$ cat src/rtl/wdt_pkg.sv
package wdt_pkg;
  // Strobes from control to datapath, one per oscillator cycle.
  typedef struct packed {
    logic clrCounters;  // service or active reset pulse
    logic progTick;     // one operating-clock cycle elapsed with the programmable watchdog on
  } wdtStrobe_t;

  localparam int RATE_SELECTS = 4;
endpackage

$ cat src/rtl/wdt_datapath.sv
module wdt_datapath
  import wdt_pkg::*;
#(
  parameter int FIXED_BITS     = 18,
  parameter int PROG_BASE_BITS = 15
) (
  input  logic       clk,
  input  logic       porN,
  input  wdtStrobe_t strobe,
  input  logic [1:0] progRate,
  input  logic       fixedEnable,
  output logic       progTimeout,
  output logic       fixedTimeout
);
  localparam int PROG_W = PROG_BASE_BITS + 2 * (RATE_SELECTS - 1);

  logic [PROG_W-1:0]       progCnt;
  logic [FIXED_BITS-1:0]   fixedCnt;
  logic [RATE_SELECTS-1:0] rateHit;

  // Terminal-count detector for every selectable timeout.
  for (genvar g = 0; g < RATE_SELECTS; g++) begin : gRate
    localparam int TERM_BITS = PROG_BASE_BITS + 2 * g;
    localparam logic [PROG_W-1:0] TERM = PROG_W'((64'd1 << TERM_BITS) - 64'd1);
    assign rateHit[g] = (progCnt == TERM);
  end

  assign progTimeout  = strobe.progTick && !strobe.clrCounters && rateHit[progRate];
  assign fixedTimeout = fixedEnable && !strobe.clrCounters && (&fixedCnt);

  always_ff @(posedge clk or negedge porN) begin
    if (!porN) begin
      progCnt  <= '0;
      fixedCnt <= '0;
    end else if (strobe.clrCounters) begin
      progCnt  <= '0;
      fixedCnt <= '0;
    end else begin
      if (strobe.progTick) progCnt  <= progCnt + 1'b1;
      if (fixedEnable)     fixedCnt <= fixedCnt + 1'b1;
    end
  end
endmodule

$ cat src/rtl/wdt_ctrl.sv
module wdt_ctrl
  import wdt_pkg::*;
#(
  parameter int RST_PULSE_CYCLES = 4
) (
  input  logic       clk,
  input  logic       porN,
  input  logic       cfgWr,
  input  logic       cfgEnable,
  input  logic [1:0] cfgRate,
  input  logic       serviceWr,
  input  logic       progTimeout,
  input  logic       fixedTimeout,
  output wdtStrobe_t strobe,
  output logic [1:0] progRate,
  output logic       rstReq
);
  localparam int PULSE_W = $clog2(RST_PULSE_CYCLES + 1);
  localparam logic [PULSE_W-1:0] PULSE_LOAD = PULSE_W'(RST_PULSE_CYCLES);

  logic               opPhase;
  logic               progEn;
  logic [PULSE_W-1:0] pulseCnt;
  logic               rstActive;

  assign rstActive          = (pulseCnt != '0);
  assign strobe.clrCounters = serviceWr || rstActive;
  assign strobe.progTick    = progEn && opPhase;
  assign rstReq             = rstActive;

  always_ff @(posedge clk or negedge porN) begin
    if (!porN) begin
      opPhase  <= 1'b0;
      progEn   <= 1'b0;
      progRate <= 2'b00;
      pulseCnt <= '0;
    end else begin
      opPhase <= ~opPhase;

      if (progTimeout || fixedTimeout) pulseCnt <= PULSE_LOAD;
      else if (rstActive)              pulseCnt <= pulseCnt - 1'b1;

      if (rstActive) begin
        progEn   <= 1'b0;
        progRate <= 2'b00;
      end else if (cfgWr && !progEn) begin
        progEn   <= cfgEnable;
        progRate <= cfgRate;
      end
    end
  end
endmodule

$ cat src/rtl/dual_wdt.sv
module dual_wdt
  import wdt_pkg::*;
#(
  parameter int FIXED_BITS       = 18,
  parameter int PROG_BASE_BITS   = 15,
  parameter int RST_PULSE_CYCLES = 4
) (
  input  logic       clk,
  input  logic       porN,
  input  logic       fixedEnable,
  input  logic       cfgWr,
  input  logic       cfgEnable,
  input  logic [1:0] cfgRate,
  input  logic       serviceWr,
  output logic       rstReq
);
  wdtStrobe_t strobe;
  logic [1:0] progRate;
  logic       progTimeout;
  logic       fixedTimeout;

  wdt_ctrl #(.RST_PULSE_CYCLES(RST_PULSE_CYCLES)) u_ctrl (
    .clk(clk), .porN(porN), .cfgWr(cfgWr), .cfgEnable(cfgEnable),
    .cfgRate(cfgRate), .serviceWr(serviceWr), .progTimeout(progTimeout),
    .fixedTimeout(fixedTimeout), .strobe(strobe), .progRate(progRate),
    .rstReq(rstReq)
  );

  wdt_datapath #(.FIXED_BITS(FIXED_BITS), .PROG_BASE_BITS(PROG_BASE_BITS)) u_dp (
    .clk(clk), .porN(porN), .strobe(strobe), .progRate(progRate),
    .fixedEnable(fixedEnable), .progTimeout(progTimeout),
    .fixedTimeout(fixedTimeout)
  );
endmodule

$ cat config.mk
export PLATFORM = sky130hd
export DESIGN_NAME = dual_wdt
export DESIGN_NICKNAME = d
export VERILOG_FILES = /design/src/rtl/wdt_pkg.sv /design/src/rtl/wdt_datapath.sv /design/src/rtl/wdt_ctrl.sv /design/src/rtl/dual_wdt.sv
export SDC_FILE = /design/constraint.sdc
export NUM_CORES = 1
export LEC_CHECK = 0
export ABC_AREA = 1
export BUFFER_PORTS_ARGS = -buffer_cell sky130_fd_sc_hd__buf_2
export CAP_MARGIN = 40
export CELL_PAD_IN_SITES_DETAIL_PLACEMENT = 1
export CELL_PAD_IN_SITES_GLOBAL_PLACEMENT = 2
export CORE_AREA = 2 2 90 92
export CTS_BUF_LIST = sky130_fd_sc_hd__clkbuf_4 sky130_fd_sc_hd__clkbuf_8 sky130_fd_sc_hd__clkbuf_16
export DETAILED_ROUTE_END_ITERATION = 8
export DIE_AREA = 0 0 92 94
export GPL_TIMING_DRIVEN = 1
export MAX_ROUTING_LAYER = met4
export PLACE_DENSITY = 0.84
export REMOVE_ABC_BUFFERS = 1
export SYNTH_ARGS = -nofsm -noshare
export SYNTH_HDL_FRONTEND = slang
export SYNTH_SLANG_ARGS = --single-unit
$ cat constraint.sdc
create_clock -name clk -period 1.6 [get_ports clk]
set_input_delay 0.32 -clock clk [delete_from_list [all_inputs] [get_ports clk]]
set_output_delay 0.32 -clock clk [all_outputs]
set_load 0.005 [all_outputs]
; ---- Word-level counts from Yosys, hierarchy flattened
; Cells that the tools add are included.
[op_classes]
shifts = 0
n_bitwise = 1
muxes = 12
mul = 0
order_cmp = 1
div = 0
reduce_logical = 16
addsub = 3
eq_ne = 4
[ops]
columns = cell, n
row1 = $mux 21, 2
row2 = $mux 18, 2
row3 = $add 21x1->21 const B, 1
row4 = $eq 21x15->1 const B, 1
row5 = $eq 21x17->1 const B, 1
row6 = $eq 21x19->1 const B, 1
row7 = $eq 21x21->1 const B, 1
row8 = $add 18x1->18 const B, 1
row9 = $reduce_and 18->1, 1
row10 = $reduce_bool 2->1, 4
row11 = $logic_and 1x1->1, 6
row12 = $mux 3, 2
row13 = $mux 2, 2
row14 = $lt 2x3->1 const B, 1
row15 = $mux 1, 3
row16 = $reduce_bool 3->1, 1
row17 = $sub 3x1->3 const B, 1
row18 = $bmux 1 s2, 1
row19 = $logic_not 1->1, 2
row20 = $logic_or 1x1->1, 2
row21 = $not 1->1, 1
[totals]
mem_bits_ro = 0
latchBits = 0
word_cells = 43
regBits = 46
ram_bits = 0
n_memories = 0

; ---- Longest topological paths before layout
[depth]
word_depth = 7
ltp_mapped = 10

; ---- Cells and area by module
; Synthesis repeated with hierarchy kept, for this count alone.
[hier_totals]
hier_cells = 392
area_unflattened_um2 = 2796.4
[by_module_without_submodules]
columns = module, n_inst, area_each_um2, cells_each, seq_area_each_um2
row1 = wdt_datapath, 1, 2444.8, 351, 975.9
row2 = wdt_ctrl, 1, 351.6, 41, 175.2

; ---- Least setup slack after synthesis
; OpenSTA, ideal clock, no wires.
[synth_path]
kind = reg2reg
from = reg u_ctrl.pulseCnt[0]
to = reg u_ctrl.pulseCnt[0]
stages_incl_launch_ff = 10
path_slack_ns = 0.161
t_arrival_ns = 1.319
required_ns = 1.480
period_less_slack_ns = 1.439
path_cell_list = dfrtp_1 inv_1 ha_1 nand2_4 nor2_4 inv_2 nor2_1 nand3_2 nand2_1 nor2_1
[synth_via]
elab_chain_len = 7
[synth_lines]
columns = item, line
row1 = start: declaration, wdt_ctrl.sv:23  ; logic [PULSE_W-1:0] pulseCnt;
row2 = start signal: assignment, wdt_ctrl.sv:41  ; else if (rstActive) pulseCnt <= pulseCnt - 1'b1;
row3 = $reduce_bool 3->1 *, wdt_ctrl.sv:26  ; assign rstActive = (pulseCnt != '0);
row4 = named net rstReq, dual_wdt.sv:15  ; output logic rstReq
row5 = $logic_or 1x1->1, wdt_ctrl.sv:27  ; assign strobe.clrCounters = serviceWr || rstActive;
row6 = $logic_not 1->1, "wdt_datapath.sv:28, wdt_datapath.sv:29"
row7 = $logic_and 1x1->1 (on tied branches) (2 in series), "wdt_datapath.sv:28, wdt_datapath.sv:29"
row8 = $logic_or 1x1->1, wdt_ctrl.sv:40  ; if (progTimeout || fixedTimeout) pulseCnt <= PULSE_LOAD;
row9 = $mux 3 / $reduce_bool 2->1 (equally long branches), --
; The timed path passes the listed nets; every way through them passes the cells marked *. The select of a mux whose other input is x is not followed.
; A chain may end at the register's enable or synchronous reset.

; ---- Final worst setup path
[layout_path]
from = reg u_ctrl.pulseCnt[0]
to = out rstReq
[layout_via]
elab_chain_len = 1
[layout_lines]
columns = item, line
row1 = $reduce_bool 3->1, wdt_ctrl.sv:26
row2 = end: declaration, dual_wdt.sv:15
; Every way passes these cells.

==> impl_metrics.tcl <==
set metrics [dict create \
    dpl.hpwl_um 5090 \
    clock-sinks 46 \
    firstDrtPassIters 4 \
    synthFlopType "dfrtp_1" \
    post_cts_buffers 0 \
    core-area_um2 7610 \
    n_fill_cell 962 \
    postSynthAreaPerCell_um2 7.31 \
    finalWorstSetupSlack_ns 0.0814 \
    synth_most_common_cell "nand2_1" \
    hold_viol 0 \
    netlist_instances 367 \
    first_iter_violations 58 \
    die_x_um 92 \
    fin_crit_sh 0.949 \
    vdd.ir_drop.worst_v 0.000261 \
    pwr-share-clk 0.370 \
    ys_async_sr_fraction 1.00 \
    insertion_delay_ns 0.31 \
    worst_hold_path.num_cells 3 \
    area_growth_pct 13.9 \
    avgRoutedWirePerCell_um 13.5 \
    layout-drive-gt1-share 0.157 \
    intPower_uw 1590 \
    ios 9 \
    total_power_uw 2120 \
    portBuffers 8 \
    synth_top_cells_by_count "nand2_1 (83), inv_1 (52), nor2_1 (50)" \
    synth_area_leaders "dfrtp_1 (43%), nand2_1 (12%), inv_1 (7.3%)" \
    h-tree-depth 2 \
    rr_worst_depth 7 \
    relSlewSlack 0.710 \
    drv_slew 0 \
    via_per_inst 4.94 \
    maxCapViolations 0 \
    hold_class "input port to flip-flop" \
    post-place-ws_ns 0.00729 \
    power.switching_uw 530 \
    leakage_uw 0.00134 \
    antenna_cells 0 \
    crit_type "flip-flop to output port" \
    ys_seq_elements 46 \
    cts_tree "built" \
    root_buffer "clkbuf_8" \
    gp_congestion 0.811 \
    path_clk_slew_ns 0.09 \
    routed-via-count 2422 \
    die_area_um2 8650 \
    tightestPinTransition_ns 0.436 \
    grt_max_degree 32 \
    status "finished clean" \
    worst-endpoint-required_ns 1.28 \
    top_layer_used "met4" \
    min_to "u_ctrl.progRate[1]$_DFFE_PN0P_" \
    startpoint_type "flip-flop" \
    synth_area_um2 2680 \
    rsz0062_at_grt "false" \
    pwr-share-comb 0.068 \
    grt_first_pass_wirelength_um 11500 \
    wl_met3_um 88 \
    yosys_warnings 0 \
    setup_viol 0 \
    switching_share 0.250 \
    synth_top_area_frac 0.429 \
    power.density_nw_per_um2 696 \
    met2_length_um 3380 \
    fin_crit_ns 1.52 \
    max_freq_mhz 659 \
    arrival_ns 1.20 \
    cts_buffers 5 \
    ant_nets 0 \
    grt-ovfl-total 0 \
    wirelength_met1_um 3040 \
    yosysSeqAreaShare 0.429 \
    clockBufferDepth 2 \
    std_cell_rows 32 \
    worstReg2RegEnd "u_dp.progCnt[7]$_DFFE_PN0P_" \
    holdCritStartpoint "cfgRate[1]" \
    endpoint_kind "output port" \
    cp_max_fo 6 \
    synth-edff-count 0 \
    synth_area_leader_cell "dfrtp_1" \
    die_y_um 94 \
    routed_wl_um 6590 \
    antenna_found_initial 0 \
    finalClockSkew_ns 0.00703 \
    r2r_slack_ns 0.11 \
    grt_pass1_vias 2441 \
    grt_use_total 0.173 \
    nets 399 \
    r2r-start "u_ctrl.pulseCnt[0]$_DFFE_PN0P_" \
    route.detailed.drc 0 \
    yosys.cell_types.count 31 \
    seqPwrFrac 0.562 \
    start_util 0.352 \
]
cell type report:
class	count	area, um^2	share of cell area
clock buffers	7	90.1	0.0295
clock inverters	1	5.00	0.00164
inverters	56	210	0.0689
multi-input cells	262	1350	0.442
flip-flops and latches	46	1150	0.377
well taps	102	128	0.0418
repair buffers	16	119	0.0389
through the flow:
stage                     cells  instance area (um^2)  setup TNS, ns  hold slack (ns)   util
after floorplan             364                  2670         -0.502           0.0244      -
after global placement      481                  2900              0            0.284  0.381
after detailed placement    481                  2900              0            0.283  0.381
after CTS                   490                  3000              0            0.249  0.395
after global routing        490                  3050              0            0.260  0.401
final                       490                  3050              0            0.248  0.401
cells by family (layout without fill, tap and decap cells):
family | after synthesis | after routing | synth area share
buffers and inverters | 59 | 80 | 0.0840
AND/OR/NAND/NOR | 206 | 206 | 0.363
XOR/XNOR | 1 | 1 | 0.00327
flip-flops | 46 | 46 | 0.429
adder cells (fa/ha/maj) | 4 | 4 | 0.0187
AO/OA/AOI/OAI | 51 | 51 | 0.102
per-layer routing:
metal	track usage	vias up
li1	-	1213
met1	0.212	1187
met2	0.300	13
met3	0.0241	9
met4	0.0498	0
met5	-	-
critical path, cell delays in order (launching register included):
cell and delay (ns):
dfrtp_1 0.37, inv_1 0.11, ha_2 0.21, nand2_4 0.08
buf_2 0.13
placed cells by master (no fill, tap or decap), types with 5 or more instances in the layout:
cell / n
nor2_4: 6
buf_2: 8
nand3_1: 22
nand2_1: 82
nor2_2: 9
nor3_1: 11
buf_4: 5
nor2_1: 47
nand2_2: 5
inv_1: 52
nand4_1: 9
clkbuf_8: 6
o21ai_0: 19
a21oi_1: 21
dfrtp_1: 46
worst max path at each step:
stage                              startpoint                             end  slack, ns  cells after the start
2_1_floorplan  u_ctrl.pulseCnt[0]$_DFFE_PN0P_  u_ctrl.pulseCnt[0]$_DFFE_PN0P_      -0.17                      9
3_3_place_gp      u_dp.progCnt[0]$_DFFE_PN0P_  u_ctrl.pulseCnt[0]$_DFFE_PN0P_       0.09                     10
3_5_place_dp   u_ctrl.pulseCnt[0]$_DFFE_PN0P_     u_dp.progCnt[7]$_DFFE_PN0P_      0.007                      7
4_1_cts        u_ctrl.pulseCnt[0]$_DFFE_PN0P_     u_dp.progCnt[7]$_DFFE_PN0P_      0.009                      7
5_1_grt           u_dp.progCnt[0]$_DFFE_PN0P_  u_ctrl.pulseCnt[1]$_DFFE_PN0P_      0.002                     10
6_report       u_ctrl.pulseCnt[0]$_DFFE_PN0P_                          rstReq       0.08                      4
power by group through the flow:
stage               clock [uW]  sequential, uW  combinational (uW)
CTS                        821            1190                 147
detailed placement           0            1220                 145
global route               857            1200                 168
floorplan                    0            1210                61.4
global placement             0            1210                 141
finish                     786            1190                 145
sequential cells by signal (all words and copies together), names as in the netlist:
register         cells
u_dp.fixedCnt       18
u_ctrl.opPhase       1
u_ctrl.progEn        1
u_ctrl.pulseCnt      3
u_dp.progCnt        21
u_ctrl.progRate      2
repair_timing:
action,in CTS,in global routing
gates resized for setup,0,12
setup endpoints to repair,0,14
hold buffers,1,0
endpoints found under the hold margin,15,0
Power figures use the tool's default switching activity.
